### src/rtl/mclk_ctrl_pkg.sv
package mclk_ctrl_pkg;
   localparam int NSRC   = 4;
   localparam int SEL_W  = 2;
   localparam int ADDR_W = 4;
   localparam int DATA_W = 32;
   localparam int PRES_W = 3;
   localparam int MDIV_W = 2;

   typedef struct packed {
      logic [MDIV_W-1:0] mdiv;
      logic [PRES_W-1:0] pres;
      logic [SEL_W-1:0]  src;
   } mcfg_t;

   localparam int MCFG_W = $bits(mcfg_t);

   typedef enum logic [1:0] {SW_IDLE, SW_DRAIN, SW_FILL} sw_state_e;

   localparam logic [ADDR_W-1:0] A_SYS_SET  = 4'h0;
   localparam logic [ADDR_W-1:0] A_SYS_CLR  = 4'h1;
   localparam logic [ADDR_W-1:0] A_SYS_STAT = 4'h2;
   localparam logic [ADDR_W-1:0] A_PER_SET  = 4'h4;
   localparam logic [ADDR_W-1:0] A_PER_CLR  = 4'h5;
   localparam logic [ADDR_W-1:0] A_PER_STAT = 4'h6;
   localparam logic [ADDR_W-1:0] A_MCFG     = 4'h8;
   localparam logic [ADDR_W-1:0] A_STATUS   = 4'h9;
endpackage

### src/rtl/mclk_pow2_div.sv
module mclk_pow2_div #(
   parameter int LOG_MAX = 6,
   parameter int SEL_W   = 3
) (
   input  logic             clk,
   input  logic             rst_n,
   input  logic             in_lvl,
   input  logic [SEL_W-1:0] sel,
   output logic             out_lvl
);
   localparam int CNT_W = LOG_MAX;

   generate
      if (LOG_MAX < 1) begin : g_bad
         $error("mclk_pow2_div: LOG_MAX must be at least 1");
      end
   endgenerate

   logic             prev;
   logic [CNT_W-1:0] cnt;
   logic [CNT_W-1:0] mask;
   int               eff;

   // codes above LOG_MAX saturate at the largest ratio
   always_comb begin
      eff = (int'(sel) > LOG_MAX) ? LOG_MAX : int'(sel);
      mask = '0;
      for (int k = 0; k < CNT_W; k++) begin
         if (k < eff) mask[k] = 1'b1;
      end
      out_lvl = in_lvl;
      for (int k = 1; k <= CNT_W; k++) begin
         if (eff == k) out_lvl = cnt[k-1];
      end
   end

   // count falling input edges; the count wraps at the selected modulus
   always_ff @(posedge clk or negedge rst_n) begin
      if (!rst_n) begin
         prev <= 1'b0;
         cnt  <= '0;
      end else begin
         prev <= in_lvl;
         if (prev && !in_lvl) cnt <= (cnt + 1'b1) & mask;
      end
   end
endmodule

### src/rtl/mclk_clk_gate.sv
module mclk_clk_gate #(
   parameter bit RST_ON = 1'b0
) (
   input  logic clk,
   input  logic rst_n,
   input  logic clk_lvl,
   input  logic en_req,
   output logic gclk
);
   logic on;

   // the enable only moves while the gated clock is low
   always_ff @(posedge clk or negedge rst_n) begin
      if (!rst_n)        on <= RST_ON;
      else if (!clk_lvl) on <= en_req;
   end

   assign gclk = clk_lvl & on;
endmodule

### src/rtl/mclk_src_switch.sv
module mclk_src_switch
   import mclk_ctrl_pkg::*;
#(
   parameter int EDGES = 2
) (
   input  logic             clk,
   input  logic             rst_n,
   input  logic             req,
   input  logic [SEL_W-1:0] req_sel,
   input  logic             old_fall,
   input  logic [NSRC-1:0]  src_fall,
   input  logic [NSRC-1:0]  src_ok,
   output logic [SEL_W-1:0] sel,
   output logic             root_en,
   output logic             busy,
   output logic             done
);
   localparam int CW = $clog2(EDGES + 1);

   generate
      if (EDGES < 1) begin : g_bad
         $error("mclk_src_switch: EDGES must be at least 1");
      end
   endgenerate

   sw_state_e        st;
   logic [CW-1:0]    cnt;
   logic [SEL_W-1:0] nsel;

   always_ff @(posedge clk or negedge rst_n) begin
      if (!rst_n) begin
         st      <= SW_IDLE;
         cnt     <= '0;
         sel     <= '0;
         nsel    <= '0;
         root_en <= 1'b1;
         done    <= 1'b0;
      end else begin
         done <= 1'b0;
         case (st)
            SW_IDLE: begin
               if (req) begin
                  nsel <= req_sel;
                  cnt  <= '0;
                  st   <= SW_DRAIN;
               end
            end
            SW_DRAIN: begin
               if (old_fall) begin
                  if (cnt == CW'(EDGES - 1)) begin
                     root_en <= 1'b0;
                     cnt     <= '0;
                     st      <= SW_FILL;
                  end else begin
                     cnt <= cnt + 1'b1;
                  end
               end
            end
            SW_FILL: begin
               if (src_fall[nsel] && src_ok[nsel]) begin
                  if (cnt == CW'(EDGES - 1)) begin
                     sel     <= nsel;
                     root_en <= 1'b1;
                     done    <= 1'b1;
                     st      <= SW_IDLE;
                  end else begin
                     cnt <= cnt + 1'b1;
                  end
               end
            end
            default: st <= SW_IDLE;
         endcase
      end
   end

   assign busy = (st != SW_IDLE);
endmodule

### src/rtl/mclk_ctrl.sv
module mclk_ctrl
   import mclk_ctrl_pkg::*;
#(
   parameter int NPER        = 32,
   parameter int FIRST_PER   = 2,
   parameter int PRES_MAX    = 6,
   parameter int MDIV_MAX    = 3,
   parameter int DRAIN_EDGES = 2
) (
   input  logic              clk,
   input  logic              rst_n,
   input  logic [3:0]        src_clk_i,
   input  logic              mosc_rdy_i,
   input  logic              plla_lock_i,
   input  logic              pllb_lock_i,
   input  logic              irq_i,
   input  logic              reg_wr_i,
   input  logic [3:0]        reg_addr_i,
   input  logic [31:0]       reg_wdata_i,
   output logic [31:0]       reg_rdata_o,
   output logic              pck_o,
   output logic              mck_o,
   output logic [NPER-1:0]   pclk_o
);
   localparam logic [NPER-1:0] PER_VALID = {NPER{1'b1}} << FIRST_PER;

   generate
      if (NPER > DATA_W || NPER < 1) begin : g_bad_nper
         $error("mclk_ctrl: NPER must be 1..32");
      end
      if (FIRST_PER >= NPER) begin : g_bad_first
         $error("mclk_ctrl: FIRST_PER must be below NPER");
      end
      if (PRES_MAX < 1 || MDIV_MAX < 1) begin : g_bad_div
         $error("mclk_ctrl: divider limits must be positive");
      end
   endgenerate

   // source sampling and edge detection
   logic [NSRC-1:0] s1, s2, src_fall, src_ok;
   always_ff @(posedge clk or negedge rst_n) begin
      if (!rst_n) begin
         s1 <= '0;
         s2 <= '0;
      end else begin
         s1 <= src_clk_i;
         s2 <= s1;
      end
   end
   assign src_fall = s2 & ~s1;
   assign src_ok   = {pllb_lock_i, plla_lock_i, mosc_rdy_i, 1'b1};

   // register decode
   logic wr_sys_set, wr_sys_clr, wr_per_set, wr_per_clr, wr_mcfg;
   assign wr_sys_set = reg_wr_i && (reg_addr_i == A_SYS_SET);
   assign wr_sys_clr = reg_wr_i && (reg_addr_i == A_SYS_CLR);
   assign wr_per_set = reg_wr_i && (reg_addr_i == A_PER_SET);
   assign wr_per_clr = reg_wr_i && (reg_addr_i == A_PER_CLR);
   assign wr_mcfg    = reg_wr_i && (reg_addr_i == A_MCFG);

   // source switch
   logic             busy, done, root_en, mck_prev, mck_fall, req;
   logic [SEL_W-1:0] sel;
   mcfg_t            cfg_pend, cfg_act;

   assign req = wr_mcfg && !busy;

   mclk_src_switch #(.EDGES(DRAIN_EDGES)) u_sw (
      .clk      (clk),
      .rst_n    (rst_n),
      .req      (req),
      .req_sel  (reg_wdata_i[SEL_W-1:0]),
      .old_fall (mck_fall),
      .src_fall (src_fall),
      .src_ok   (src_ok),
      .sel      (sel),
      .root_en  (root_en),
      .busy     (busy),
      .done     (done)
   );

   always_ff @(posedge clk or negedge rst_n) begin
      if (!rst_n) begin
         cfg_pend <= '0;
         cfg_act  <= '0;
      end else begin
         if (req)  cfg_pend <= mcfg_t'(reg_wdata_i[MCFG_W-1:0]);
         if (done) cfg_act  <= cfg_pend;
      end
   end

   // divider chain
   logic root_lvl, pres_lvl, mck_lvl;
   assign root_lvl = root_en & s1[sel];

   mclk_pow2_div #(.LOG_MAX(PRES_MAX), .SEL_W(PRES_W)) u_pres (
      .clk(clk), .rst_n(rst_n), .in_lvl(root_lvl), .sel(cfg_act.pres), .out_lvl(pres_lvl)
   );
   mclk_pow2_div #(.LOG_MAX(MDIV_MAX), .SEL_W(MDIV_W)) u_mdiv (
      .clk(clk), .rst_n(rst_n), .in_lvl(pres_lvl), .sel(cfg_act.mdiv), .out_lvl(mck_lvl)
   );

   always_ff @(posedge clk or negedge rst_n) begin
      if (!rst_n) mck_prev <= 1'b0;
      else        mck_prev <= mck_lvl;
   end
   assign mck_fall = mck_prev & ~mck_lvl;
   assign mck_o    = mck_lvl;

   // processor clock idle control: wake has priority over stop
   logic pck_req;
   always_ff @(posedge clk or negedge rst_n) begin
      if (!rst_n)                                   pck_req <= 1'b1;
      else if (irq_i || (wr_sys_set && reg_wdata_i[0])) pck_req <= 1'b1;
      else if (wr_sys_clr && reg_wdata_i[0])        pck_req <= 1'b0;
   end

   mclk_clk_gate #(.RST_ON(1'b1)) u_pck_gate (
      .clk(clk), .rst_n(rst_n), .clk_lvl(pres_lvl), .en_req(pck_req), .gclk(pck_o)
   );

   // peripheral enables
   logic [NPER-1:0] per_en;
   always_ff @(posedge clk or negedge rst_n) begin
      if (!rst_n) begin
         per_en <= '0;
      end else if (wr_per_set) begin
         per_en <= (per_en | reg_wdata_i[NPER-1:0]) & PER_VALID;
      end else if (wr_per_clr) begin
         per_en <= per_en & ~reg_wdata_i[NPER-1:0] & PER_VALID;
      end
   end

   generate
      for (genvar g = 0; g < NPER; g++) begin : g_per
         if (g >= FIRST_PER) begin : g_gate
            mclk_clk_gate #(.RST_ON(1'b0)) u_gate (
               .clk(clk), .rst_n(rst_n), .clk_lvl(mck_lvl), .en_req(per_en[g]), .gclk(pclk_o[g])
            );
         end else begin : g_off
            assign pclk_o[g] = 1'b0;
         end
      end
   endgenerate

   // read mux
   always_comb begin
      reg_rdata_o = '0;
      case (reg_addr_i)
         A_SYS_STAT: reg_rdata_o[0]            = pck_req;
         A_PER_STAT: reg_rdata_o[NPER-1:0]     = per_en;
         A_MCFG:     reg_rdata_o[MCFG_W-1:0]   = cfg_pend;
         A_STATUS:   reg_rdata_o[3:0]          = {pllb_lock_i, plla_lock_i, mosc_rdy_i, ~busy};
         default:    reg_rdata_o               = '0;
      endcase
   end
endmodule

### config.mk
export PLATFORM = sky130hd
export DESIGN_NAME = mclk_ctrl
export DESIGN_NICKNAME = d
export VERILOG_FILES = /design/src/rtl/mclk_ctrl_pkg.sv /design/src/rtl/mclk_pow2_div.sv /design/src/rtl/mclk_clk_gate.sv /design/src/rtl/mclk_src_switch.sv /design/src/rtl/mclk_ctrl.sv
export SDC_FILE = /design/constraint.sdc
export NUM_CORES = 1
export LEC_CHECK = 0
export ABC_AREA = 1
export ABC_CLOCK_PERIOD_IN_PS = 3400
export CORE_MARGIN = 1
export CORE_UTILIZATION = 40
export DETAILED_ROUTE_END_ITERATION = 10
export HOLD_SLACK_MARGIN = 0.03
export PLACE_DENSITY = 0.65
export SETUP_SLACK_MARGIN = 0.15
export SYNTH_ARGS = -nofsm -noshare
export SYNTH_HDL_FRONTEND = slang
export SYNTH_SLANG_ARGS = --single-unit
### constraint.sdc
create_clock -name clk -period 3.4 [get_ports clk]
set_input_delay 1.02 -clock clk [delete_from_list [all_inputs] [get_ports clk]]
set_output_delay 1.02 -clock clk [all_outputs]
set_load 0.02 [all_outputs]
* Word level (Yosys, flattened, before mapping)
Index checks and enable logic that the tools add are counted.
** Storage, ports and cells
- Register bits :: 106
** Operators by class
- Bitwise gates (word level) :: 42
- Order comparisons :: 12
- Mux-type cells :: 53
- Add/subtract/negate cells :: 3
- Equality and inequality tests :: 25
- Reductions and logical operators :: 27
** Operators by type and width (count)
- $eq A32 B4 Y1 const B :: 3
- $eq A32 B3 Y1 const B :: 2
- $lt A3 B32 Y1 const A :: 2
- $lt A4 B32 Y1 const A :: 2
- $mux W32 :: 2
- $and A1 B1 Y1 :: 33
- $and A32 B32 Y32 :: 1
- $eq A32 B2 Y1 const B :: 1
- $lt A1 B32 Y1 const A :: 1
- $lt A2 B32 Y1 const A :: 1
- $not A32 Y32 :: 1
- $or A32 B32 Y32 :: 1
- $mux W1 :: 30
- $mux W25 :: 1
- $mux W2 :: 10
- $reduce_and A5 Y1 :: 3
- $eq A4 B3 Y1 const B :: 3
- $pmux W2 S3 :: 2
- $logic_and A1 B1 Y1 :: 11
- $pmux W3 S3 :: 1
- $eq A4 B4 Y1 const B :: 2
- $reduce_bool A2 Y1 :: 4
- $add A6 B1 Y6 const B :: 1
- $and A6 B6 Y6 :: 1
- 28 further kinds :: 43

* Longest topological paths before layout
Gate-level depths: netlist (run 1).
- Word-level depth :: 16
- Depth in mapped cells :: 20
- Depth with buffers taken out :: 20

* Modules after synthesis
Synthesis (run 1) repeated with hierarchy kept, for this count alone.
** Second synthesis, totals
- Cells, all modules :: 715
- Area, all modules :: 5407.7 um^2
** Modules (own cells, without submodules)
- mclk_ctrl :: area each 2648.8 um^2, times used 1, cells an instance 347
- mclk_clk_gate (g_per[10].g_gate.u_gate ...) :: area each 43.8 um^2, times used 30, cells an instance 6
- mclk_src_switch :: area each 675.6 um^2, times used 1, cells an instance 82
- mclk_pow2_div (u_pres) :: area each 489.2 um^2, times used 1, cells an instance 67
- mclk_pow2_div (u_mdiv) :: area each 235.2 um^2, times used 1, cells an instance 33
- mclk_clk_gate (u_pck_gate) :: area each 45.0 um^2, times used 1, cells an instance 6

* Worst setup path before layout (run 1)
Ideal clock, no wire load.
- Path kind :: input to output
- Start point :: input port reg_addr_i[0]
- End point :: output port reg_rdata_o[4]
- Arrival :: 2078 ps
- Path buffers :: 2
- Required time :: 2380 ps
- Stages :: 5
- Setup slack :: 302 ps
- Cell sequence :: clkbuf_1 > nor2_1 > nand2_1 > clkbuf_1 > o21ai_0
** On the way
- Longest elaborated chain between the ends :: 2
** RTL lines
- from (decl) :: line mclk_ctrl.sv:18 : input logic [3:0] reg_addr_i,
- $eq A4 B4 Y1 / $eq A4 B3 Y1 (equally long branches) :: line mclk_ctrl.sv:149 : case (reg_addr_i)
- $pmux W3 S2 * :: line mclk_ctrl.sv:149
- to (decl) :: line mclk_ctrl.sv:20 : output logic [31:0] reg_rdata_o,
Mark *: on every way between the ends. The rest lies on a longest branch, timed or not.

* Worst setup path in the final report (run 1)
- Start point :: register u_sw.sel[0]
- End point :: output port pclk_o[24]
** On the way
- Longest elaborated chain between the ends :: 13
** RTL lines
- from (decl) :: line mclk_src_switch.sv:13 : output logic [SEL_W-1:0] sel,
- from (signal assigned) :: line mclk_src_switch.sv:62 : sel <= nsel;
- $bmux W1 S2 :: line mclk_ctrl.sv:94 : assign root_lvl = root_en & s1[sel];
- $mux W1 (not written as such) :: line mclk_ctrl.sv:94
- $and A1 B1 Y1 :: line mclk_ctrl.sv:94
- $mux W1 (9 in series) :: line mclk_pow2_div.sv:33 : if (eff == k) out_lvl = cnt[k-1];
- $and A1 B1 Y1 :: line mclk_clk_gate.sv:18 : assign gclk = clk_lvl & on;
- to (decl) :: line mclk_ctrl.sv:23 : output logic [NPER-1:0] pclk_o
No other way between the ends. The select of a mux whose other input is x is not followed.

==> results.py, run 1 <==
metrics = {
    "floorplan": {
        "die_w_um": 118,
        "row_count": 41,
        "die_area_mm2": 0.0139,
        "fp.coreArea_mm2": 0.0129,
        "ioPinCount": 113,
        "floorplan.initialDensity_pct": 41.7,
        "dieHeight_um": 118,
    },
    "setup_path": {
        "r2r_end": "g_per[22].g_gate.u_gate.on",
        "r2r_start": "u_sw.sel[0]",
        "crit_path_end_kind": "primary output",
        "slowest_delay_ps": 410,
        "path_cells": "inv_2 -> nand2_1 -> nand3_1 -> nand2_1 -> nand2_2 -> nand2_2 -> nand2_1 -> nand2_1 -> nand2_1 -> nand2_1 -> nand2_1 -> nand2_2 -> nand3_2 -> nand2_4 -> nand2_8 -> nand2_8 -> buf_12 -> buf_12 -> nand2_4 -> inv_2 -> buf_6",
        "cp-start-kind": "flop",
        "reg2reg_depth": 21,
        "crit_top_cell": "nand2_1",
        "rrSetupSlack_ps": 1150,
        "cp_slowest_cell": "dfrtp_1",
        "critical_path_class": "flop to primary output",
        "crit_path_max_fanout": 5,
        "arrival_ps": 2350,
        "required_ps": 2380,
    },
    "global_route": {
        "antenna_found_initial": 0,
        "grt_max_degree": 65,
        "grt_use_total_pct": 18.7,
        "grt_pass1_vias": 4241,
        "grt_pass1_wl_um": 20700,
        "overflow": 0,
    },
    "pwr": {
        "pwr-share-comb_pct": 50.6,
        "clkPwrFrac_pct": 17.3,
        "seqPwrFrac_pct": 32.2,
        "p_switching_mw": 2.12,
        "cell_internal_pwr_mw": 3.49,
        "p_per_area_mw_per_mm2": 753,
        "swShare_pct": 37.8,
        "p_leak_nw": 4.02,
        "ir_worst_vdd_mv": 0.310,
        "total_power_mw": 5.61,
    },
    "clock_network": {
        "cts-root-buf": "clkbuf_16",
        "clk_pin_slew_ps": 70,
        "h-tree-depth": 3,
        "clock_latency_ps": 340,
        "clock-sinks": 102,
        "tritoncts": "done",
        "numCtsBuffers": 9,
        "clk_path_buf_depth": 2,
        "hold_buffers": 0,
    },
    "routing": {
        "num_vias": 4315,
        "first_pass_iters": 4,
        "drtAntennaViolNets": 0,
        "drtIter0Drc": 174,
        "vias_per_cell": 4.58,
        "drt-total-wl_um": 12900,
        "drc": 0,
        "wl_per_cell_um": 13.7,
    },
    "synth": {
        "synthTopCellsByCount": "dfrtp_1 (99), inv_1 (94), o21ai_0 (82)",
        "async_flop_share_pct": 100,
        "syn_inst": 611,
        "yosys_register_bits": 102,
        "ys_dominant_reg_cell": "dfrtp_1",
        "yosysMostFrequentCell": "dfrtp_1",
        "seq_area_frac_synth_pct": 47.6,
        "yosysWarnings": 0,
        "synth.avg_cell_area_um2": 8.79,
        "yosysTopAreaCell": "dfrtp_1",
        "synth_area_mm2": 0.00537,
        "synth_top_area_share_pct": 46.2,
        "synth_edf_count": 0,
        "yosysUniqueCellTypes": 34,
        "synthTopCellsByArea": "dfrtp_1 (46%), o21ai_0 (7.6%), inv_1 (6.6%)",
    },
    "timing": {
        "setup_viol_count_final": 0,
        "worst_pin_slew_ps": 800,
        "fin_ws_ps": 29.3,
        "fin_crit_sh_pct": 99.1,
        "grt_setup_unrepaired": "true",
        "period_minus_slack_ps": 3370,
        "totalNegativeSetupSlack_ps": 0,
        "final.setup_skew_ps": 5.55,
        "relSlewSlack_pct": 46.5,
        "hold_viol_final": 0,
        "fmax_ghz": 0.297,
        "maxSlewViolCount": 0,
    },
    "placed_design": {
        "place_inst": 875,
        "io_buffers": 110,
        "postPlaceCellArea_mm2": 0.00658,
        "place_congestion": 0.805,
        "preCtsSetupSlack_ps": -607,
        "dp_hpwl_um": 8650,
    },
    "min_path": {
        "worstHoldStart": "s1[0]",
        "holdPathStages": 0,
        "whs_endpoint": "s2[0]",
        "hold_class": "flop to flop",
    },
    "layout": {
        "drive_gt1_share_pct": 37.1,
        "final_area_mm2": 0.00745,
        "syn_to_final_growth_pct": 38.7,
        "antennaDiodeCount": 0,
        "num-nets-final": 820,
        "layout.cells.non_filler": 942,
        "n_fill_cell": 1093,
    },
    "outcome": {
        "status": "finished, final reports clean",
    },
    "flow_run": {
        "cap_violations": 0,
    },
}
==> metrics by stage <==
step,hold WS (ps),util (%)
after floorplan,354,-
after global placement,359,51.1
after detailed placement,367,51.1
after CTS,383,55.9
after global routing,390,57.8
final,381,57.8
==> cell families (layout without fill, tap and decap cells) <==
logic type | after synthesis | count (layout) | share of synthesized area, %
adders and majority gates | 8 | 8 | 1.86
DFF | 102 | 102 | 47.6
other | 1 | 2 | 0.0699
AOI/OAI and AO/OA | 130 | 130 | 14.7
and+or+nand+nor | 191 | 194 | 19.1
muxes | 2 | 2 | 0.420
xor gates and xnor gates | 1 | 1 | 0.163
buffers and inverters | 176 | 331 | 16.0
==> layer usage <==
metal | vias to the layer above | GRT usage [%] | share of wire [%] | routed length, µm
met1 | 2032 | 23.8 | 44 | 5710
met5 | - | 0 | 0 | 0
met4 | 0 | 7.29 | 1.6 | 207
met2 | 101 | 32.5 | 51 | 6550
met3 | 14 | 2.13 | 3.0 | 391
li1 | 2168 | - | - | -
==> worst max-delay path: cells and delay by family (launching register included) <==
| family | cells | cell delay, ps |
|---|---|---|
| buffers and inverters | 5 | 540 |
| AND/OR/NAND/NOR | 16 | 1040 |
| flip-flops | 1 | 410 |
==> how the worst max path moves through the flow <==
stage | start | end | slack (ps) | depth (start not counted)
CTS | u_sw.sel[0] | pclk_o[14] | -40 | 21
detailed placement | reg_addr_i[1] | reg_rdata_o[2] | -610 | 6
finish | u_sw.sel[0] | pclk_o[24] | 30 | 21
global placement | reg_addr_i[1] | reg_rdata_o[3] | -590 | 6
global route | u_sw.sel[0] | pclk_o[24] | -120 | 21
floorplan | reg_addr_i[0] | reg_rdata_o[4] | 300 | 5
==> layout by cell type, fill, tap and decap left out, types with 4 or more instances in the layout <==
cell type | netlist | routed
clkdlybuf4s15_2 | 0 | 9
nor2_1 | 47 | 43
buf_6 | 4 | 42
clkbuf_16 | 0 | 10
nand2_8 | 1 | 4
o21ai_0 | 82 | 82
ha_1 | 8 | 8
buf_12 | 3 | 7
nand2_2 | 2 | 6
buf_4 | 32 | 61
buf_2 | 0 | 16
dlygate4sd2_1 | 0 | 5
dfrtp_1 | 99 | 97
inv_2 | 32 | 37
inv_1 | 94 | 88
nand2_4 | 31 | 33
nor3_1 | 5 | 4
o21ai_2 | 30 | 30
nand2_1 | 81 | 75
clkdlybuf4s50_1 | 0 | 41
nand3_1 | 16 | 15
a21oi_1 | 7 | 7
==> final cells by class <==
type	instances	area [µm²]	area share [%]
clock buffer	9	225	3.02
tap	172	215	2.89
multi-input combinational	337	2080	27.9
timing repair buffer	189	1840	24.8
clock inverter	7	51.3	0.689
inverter	126	475	6.39
sequential	102	2560	34.4
==> what timing repair did <==
action / CTS / global route
gates resized for setup: 324 / 39
gates cloned: 6 / 1
pin swaps: 5 / 4
setup buffers: 21 / 23
endpoints found under the setup margin: 64 / 51
==> power groups by stage <==
stage | combinational (mW) | clock (mW) | sequential, mW
2_1_floorplan | 1.57 | 0 | 1.77
3_3_place_gp | 2.01 | 0 | 1.81
3_5_place_dp | 2.05 | 0 | 1.82
4_1_cts | 2.51 | 0.986 | 1.80
5_1_grt | 3.05 | 1.04 | 1.84
6_report | 2.83 | 0.968 | 1.80
Power figures use the tool's default switching activity.
==> run 2, diff against run 1 <==
- GPL_TIMING_DRIVEN: not set -> 0
==> run 2 against run 1 <==
Net effect:
- sequential power about the same
- total power up 4.9%
- combinational power about the same
- utilization up 2.4 points
- hold slack worse by 1.5 ps
- critical path depth down 5
==> results.py, run 2 (synthesis results as in run 1) <==
metrics = {
    "outcome": {
        "status": "finished, final reports clean",
    },
    "layout": {
        "final_util_pct": 60.3,
        "final_area_mm2": 0.00776,
        "n_fill_cell": 1098,
        "syn_to_final_growth_pct": 44.6,
        "num-nets-final": 849,
        "drive_gt1_share_pct": 36.9,
        "final_cell_mix": "dfrtp_1 (98), inv_1 (91), o21ai_0 (81)",
        "antennaDiodeCount": 0,
        "final_common_cell": "dfrtp_1",
    },
    "setup_path": {
        "critical_path_class": "flop to primary output",
        "rrSetupSlack_ps": 1200,
        "required_ps": 2380,
        "r2r_end": "u_sw.cnt[1]",
        "cp-start-kind": "flop",
        "crit_path_max_fanout": 5,
        "arrival_ps": 2370,
        "crit_path_end_kind": "primary output",
        "startpoint": "cfg_act[3]",
        "crit_end": "pclk_o[13]",
        "reg2reg_depth": 17,
        "r2r_start": "cfg_act[3]",
    },
    "global_route": {
        "antenna_found_initial": 0,
        "overflow": 0,
        "grt_pass1_vias": 4544,
        "grt_max_degree": 53,
        "grt_pass1_wl_um": 21600,
        "grt_use_total_pct": 19.6,
    },
    "clock_network": {
        "hold_buffers": 0,
        "clk_path_buf_depth": 2,
        "tritoncts": "done",
        "clock-sinks": 102,
        "clk_pin_slew_ps": 70,
        "clock_latency_ps": 340,
        "cts-root-buf": "clkbuf_16",
        "numCtsBuffers": 9,
        "h-tree-depth": 3,
    },
    "pwr": {
        "swShare_pct": 35.9,
        "p_per_area_mw_per_mm2": 758,
        "clkPwrFrac_pct": 21.4,
        "cell_internal_pwr_mw": 3.77,
        "seqPwrFrac_pct": 30.7,
        "p_switching_mw": 2.11,
        "pwr-share-comb_pct": 47.9,
        "ir_worst_vdd_mv": 0.358,
        "p_leak_nw": 4.19,
    },
    "routing": {
        "drc": 0,
        "drt-total-wl_um": 13200,
        "vias_per_cell": 4.64,
        "drtAntennaViolNets": 0,
        "first_pass_iters": 4,
        "drtIter0Drc": 198,
        "wl_per_cell_um": 13.6,
        "num_vias": 4505,
    },
    "placed_design": {
        "postPlaceCellArea_mm2": 0.00670,
        "preCtsSetupSlack_ps": -763,
        "dp_hpwl_um": 9120,
        "io_buffers": 109,
        "place_congestion": 0.813,
    },
    "floorplan": {
        "ioPinCount": 113,
        "dieHeight_um": 118,
        "fp.coreArea_mm2": 0.0129,
        "row_count": 41,
        "die_area_mm2": 0.0139,
        "die_w_um": 118,
        "floorplan.initialDensity_pct": 41.7,
    },
    "timing": {
        "hold_viol_final": 0,
        "period_minus_slack_ps": 3390,
        "worst_pin_slew_ps": 689,
        "setup_viol_count_final": 0,
        "fmax_ghz": 0.295,
        "grt_setup_unrepaired": "true",
        "fin_crit_sh_pct": 99.7,
        "maxSlewViolCount": 0,
        "fin_ws_ps": 10.8,
        "final.setup_skew_ps": 4.88,
        "relSlewSlack_pct": 54.1,
    },
    "flow_run": {
        "cap_violations": 0,
    },
    "min_path": {
        "hold_class": "flop to flop",
    },
}
run 2: cell types whose count changed in the layout (fill, tap and decap cells not counted), moves of 4 or more:
cell	before	now
buf_6	42	65
clkdlybuf4s15_1	0	4
buf_2	16	9
clkbuf_1	0	7
bufinv_16	0	4
run 2: per-stage QoR:
step,hold WS (ps),setup TNS [ps],power [mW],cells
global placement,361,-277050,3.88,893
global route,388,-3150,6.20,971
finish,380,0,5.88,971
floorplan,354,0,3.34,612
CTS,383,-5.21,5.77,953
detailed placement,369,-19520,3.95,894
run 2: worst max-delay path, cell delays in order, from the launching register on:
cell     delay, ps
dfrtp_2        450
buf_4          160
nor2_1         170
a22oi_1        110
nand2_1         80
nand2_1         50
nand2_1         60
nand2_2         60
nand3_2         60
nand2_2         60
nand2_4        130
nand2_8        110
buf_16         180
nand2_4         60
inv_2           40
buf_6          100
buf_6          120
run 2: power groups by stage:
| stage | Clock (mW) | Combinational, mW | Sequential [mW] |
|---|---|---|---|
| 5_1_grt | 1.33 | 3.02 | 1.85 |
| 3_5_place_dp | 0 | 2.13 | 1.82 |
| 2_1_floorplan | 0 | 1.57 | 1.77 |
| 4_1_cts | 1.28 | 2.68 | 1.81 |
| 6_report | 1.26 | 2.82 | 1.81 |
| 3_3_place_gp | 0 | 2.08 | 1.80 |
run 2: worst min path at each step:
stage | startpoint | to | slack (ps) | cells after the start
after global placement | s1[1] | s2[1] | 360 | 0
after global routing | s1[3] | s2[3] | 390 | 0
after detailed placement | s1[3] | s2[3] | 370 | 0
after CTS | s1[3] | s2[3] | 380 | 0
final | s1[3] | s2[3] | 380 | 0
after floorplan | s1[0] | s2[0] | 350 | 0
run 2: layout make-up:
cell class                 instances  area, µm²  area share, %
sequential                       102       2560           33.0
multi-input combinational        335       2010           25.8
timing repair buffer             170       1610           20.8
buffer                            50        527           6.79
inverter                         126        473           6.09
clock buffer                      10        239           3.08
tap                              172        215           2.77
clock inverter                     6        133           1.71
run 2: per-layer routing:
| layer | track usage, % | part of all wire (%) | up-vias |
|---|---|---|---|
| met3 | 3.59 | 4.1 | 11 |
| met4 | 5.77 | 1.2 | 0 |
| met1 | 24.3 | 42 | 2160 |
| met2 | 34.6 | 53 | 118 |
| met5 | 0 | 0 | - |
| li1 | - | - | 2216 |
run 2: repair_timing:
action,4_1_cts,5_1_grt
buffers inserted,38,18
cloned,5,0
setup endpoints to repair,64,62
gates resized for setup,334,30
pin swaps,9,12
==> run 3, diff against run 2 <==
- CAP_MARGIN: not set -> 20
- CTS_CLUSTER_SIZE: not set -> 12
==> run 3 against run 2 <==
Net effect:
- clock power is essentially flat
- final cell count is the same
- combinational power about the same
- first-iteration DRC count did not move
- utilization did not move
- largest cell class unchanged
==> results.py, run 3 (synthesis results as in run 1) <==
metrics = {
    "outcome": {
        "status": "finished, final reports clean",
    },
    "global_route": {
        "grt_max_degree": 53,
        "grt_pass1_wl_um": 21600,
        "overflow": 0,
        "grt_use_total_pct": 19.6,
        "antenna_found_initial": 0,
        "grt_pass1_vias": 4544,
    },
    "clock_network": {
        "clk_path_buf_depth": 2,
        "clock_latency_ps": 340,
        "cts-root-buf": "clkbuf_16",
        "tritoncts": "done",
        "clock-sinks": 102,
        "numCtsBuffers": 9,
        "h-tree-depth": 3,
        "hold_buffers": 0,
        "clk_pin_slew_ps": 70,
    },
    "timing": {
        "worst_pin_slew_ps": 689,
        "grt_setup_unrepaired": "true",
        "fmax_ghz": 0.295,
        "hold_viol_final": 0,
        "relSlewSlack_pct": 54.1,
        "fin_crit_sh_pct": 99.7,
        "maxSlewViolCount": 0,
        "setup_viol_count_final": 0,
        "final.setup_skew_ps": 4.88,
        "period_minus_slack_ps": 3390,
        "hold_ws_ps": 380,
        "fin_ws_ps": 10.8,
    },
    "placed_design": {
        "preCtsSetupSlack_ps": -763,
        "io_buffers": 109,
        "dp_hpwl_um": 9120,
        "place_inst": 894,
        "place_congestion": 0.813,
    },
    "routing": {
        "first_pass_iters": 4,
        "drt-total-wl_um": 13200,
        "drtIter0Drc": 198,
        "wl_per_cell_um": 13.6,
        "num_vias": 4505,
        "vias_per_cell": 4.64,
        "drtAntennaViolNets": 0,
        "drc": 0,
    },
    "setup_path": {
        "crit_path_max_fanout": 5,
        "crit_path_end_kind": "primary output",
        "required_ps": 2380,
        "startpoint": "cfg_act[3]",
        "arrival_ps": 2370,
        "critical_path_class": "flop to primary output",
        "r2r_start": "cfg_act[3]",
        "cp-start-kind": "flop",
    },
    "flow_run": {
        "cap_violations": 0,
    },
    "layout": {
        "antennaDiodeCount": 0,
        "final_util_pct": 60.3,
        "drive_gt1_share_pct": 36.9,
        "regArea_mm2": 0.00256,
        "layout.cells.non_filler": 971,
        "final_common_cell": "dfrtp_1",
        "n_fill_cell": 1098,
        "num-nets-final": 849,
        "syn_to_final_growth_pct": 44.6,
        "multi_input_area_mm2": 0.00201,
        "final_cell_mix": "dfrtp_1 (98), inv_1 (91), o21ai_0 (81)",
    },
    "pwr": {
        "p_per_area_mw_per_mm2": 758,
        "ir_worst_vdd_mv": 0.358,
        "p_leak_nw": 4.19,
    },
    "min_path": {
        "hold_class": "flop to flop",
        "worstHoldStart": "s1[3]",
    },
    "floorplan": {
        "die_area_mm2": 0.0139,
        "ioPinCount": 113,
        "die_w_um": 118,
        "floorplan.initialDensity_pct": 41.7,
        "dieHeight_um": 118,
        "fp.coreArea_mm2": 0.0129,
        "row_count": 41,
    },
}
[run 3: cell counts in the layout (fill, tap and decap cells not counted)]
Identical to the previous run, type by type.
[run 3: worst max-delay path, stage by stage, from the launching register on]
cell and delay [ps]:
dfrtp_2 450, buf_4 160, nor2_1 170, a22oi_1 110
nand2_1 80, nand2_1 50, nand2_1 60, nand2_2 60
nand3_2 60, nand2_2 60, nand2_4 130, nand2_8 110
buf_16 180, nand2_4 60, inv_2 40, buf_6 100
buf_6 120
[run 3: final cells by class]
cell class | instances | area share (%)
Inverter | 126 | 6.09
Buffer | 50 | 6.79
Tap cell | 172 | 2.77
Sequential cell | 102 | 33.0
Multi-Input combinational cell | 335 | 25.8
Clock buffer | 10 | 3.08
Timing Repair Buffer | 170 | 20.8
Clock inverter | 6 | 1.71
[run 3: power breakdown]
| group | switching (mW) | internal [mW] | leakage (nW) |
|---|---|---|---|
| Combinational | 1.42 | 1.40 | 2.71 |
| Sequential | 0.252 | 1.55 | 1.30 |
| Clock | 0.445 | 0.812 | 0.179 |
| Total | 2.11 | 3.77 | 4.19 |
[run 3: metrics by stage]
stage	instance area, µm²	setup TNS [ps]	total power [mW]
6_report	7760	0	5.88
5_1_grt	7760	-3150	6.20
4_1_cts	7650	-5.21	5.77
3_5_place_dp	6700	-19520	3.95
3_3_place_gp	6680	-277050	3.88
2_1_floorplan	5370	0	3.34
[run 3: final timing paths]
path	to	slack (ps)	depth (start not counted)
setup / recovery	pclk_o[13]	10	16
hold / removal	s2[3]	380	0
setup reg to reg	u_sw.cnt[1]	1200	17
hold reg to reg	s2[3]	380	0
max in group asynchronous	cfg_act[3]	2000	2
min in group asynchronous	u_sw.sel[1]	720	1
[run 3: repair_timing]
item,CTS,global route
buffers inserted,38,18
endpoints found under the setup margin,64,62
pin swaps,9,12
resized for setup,334,30
cloned,5,0
[run 3: routing by layer]
metal	GRT usage (%)	up-vias	wire length (µm)
met4	5.77	0	161
met1	24.3	2160	5530
li1	-	2216	-
met2	34.6	118	6960
met3	3.59	11	543
met5	0	-	0
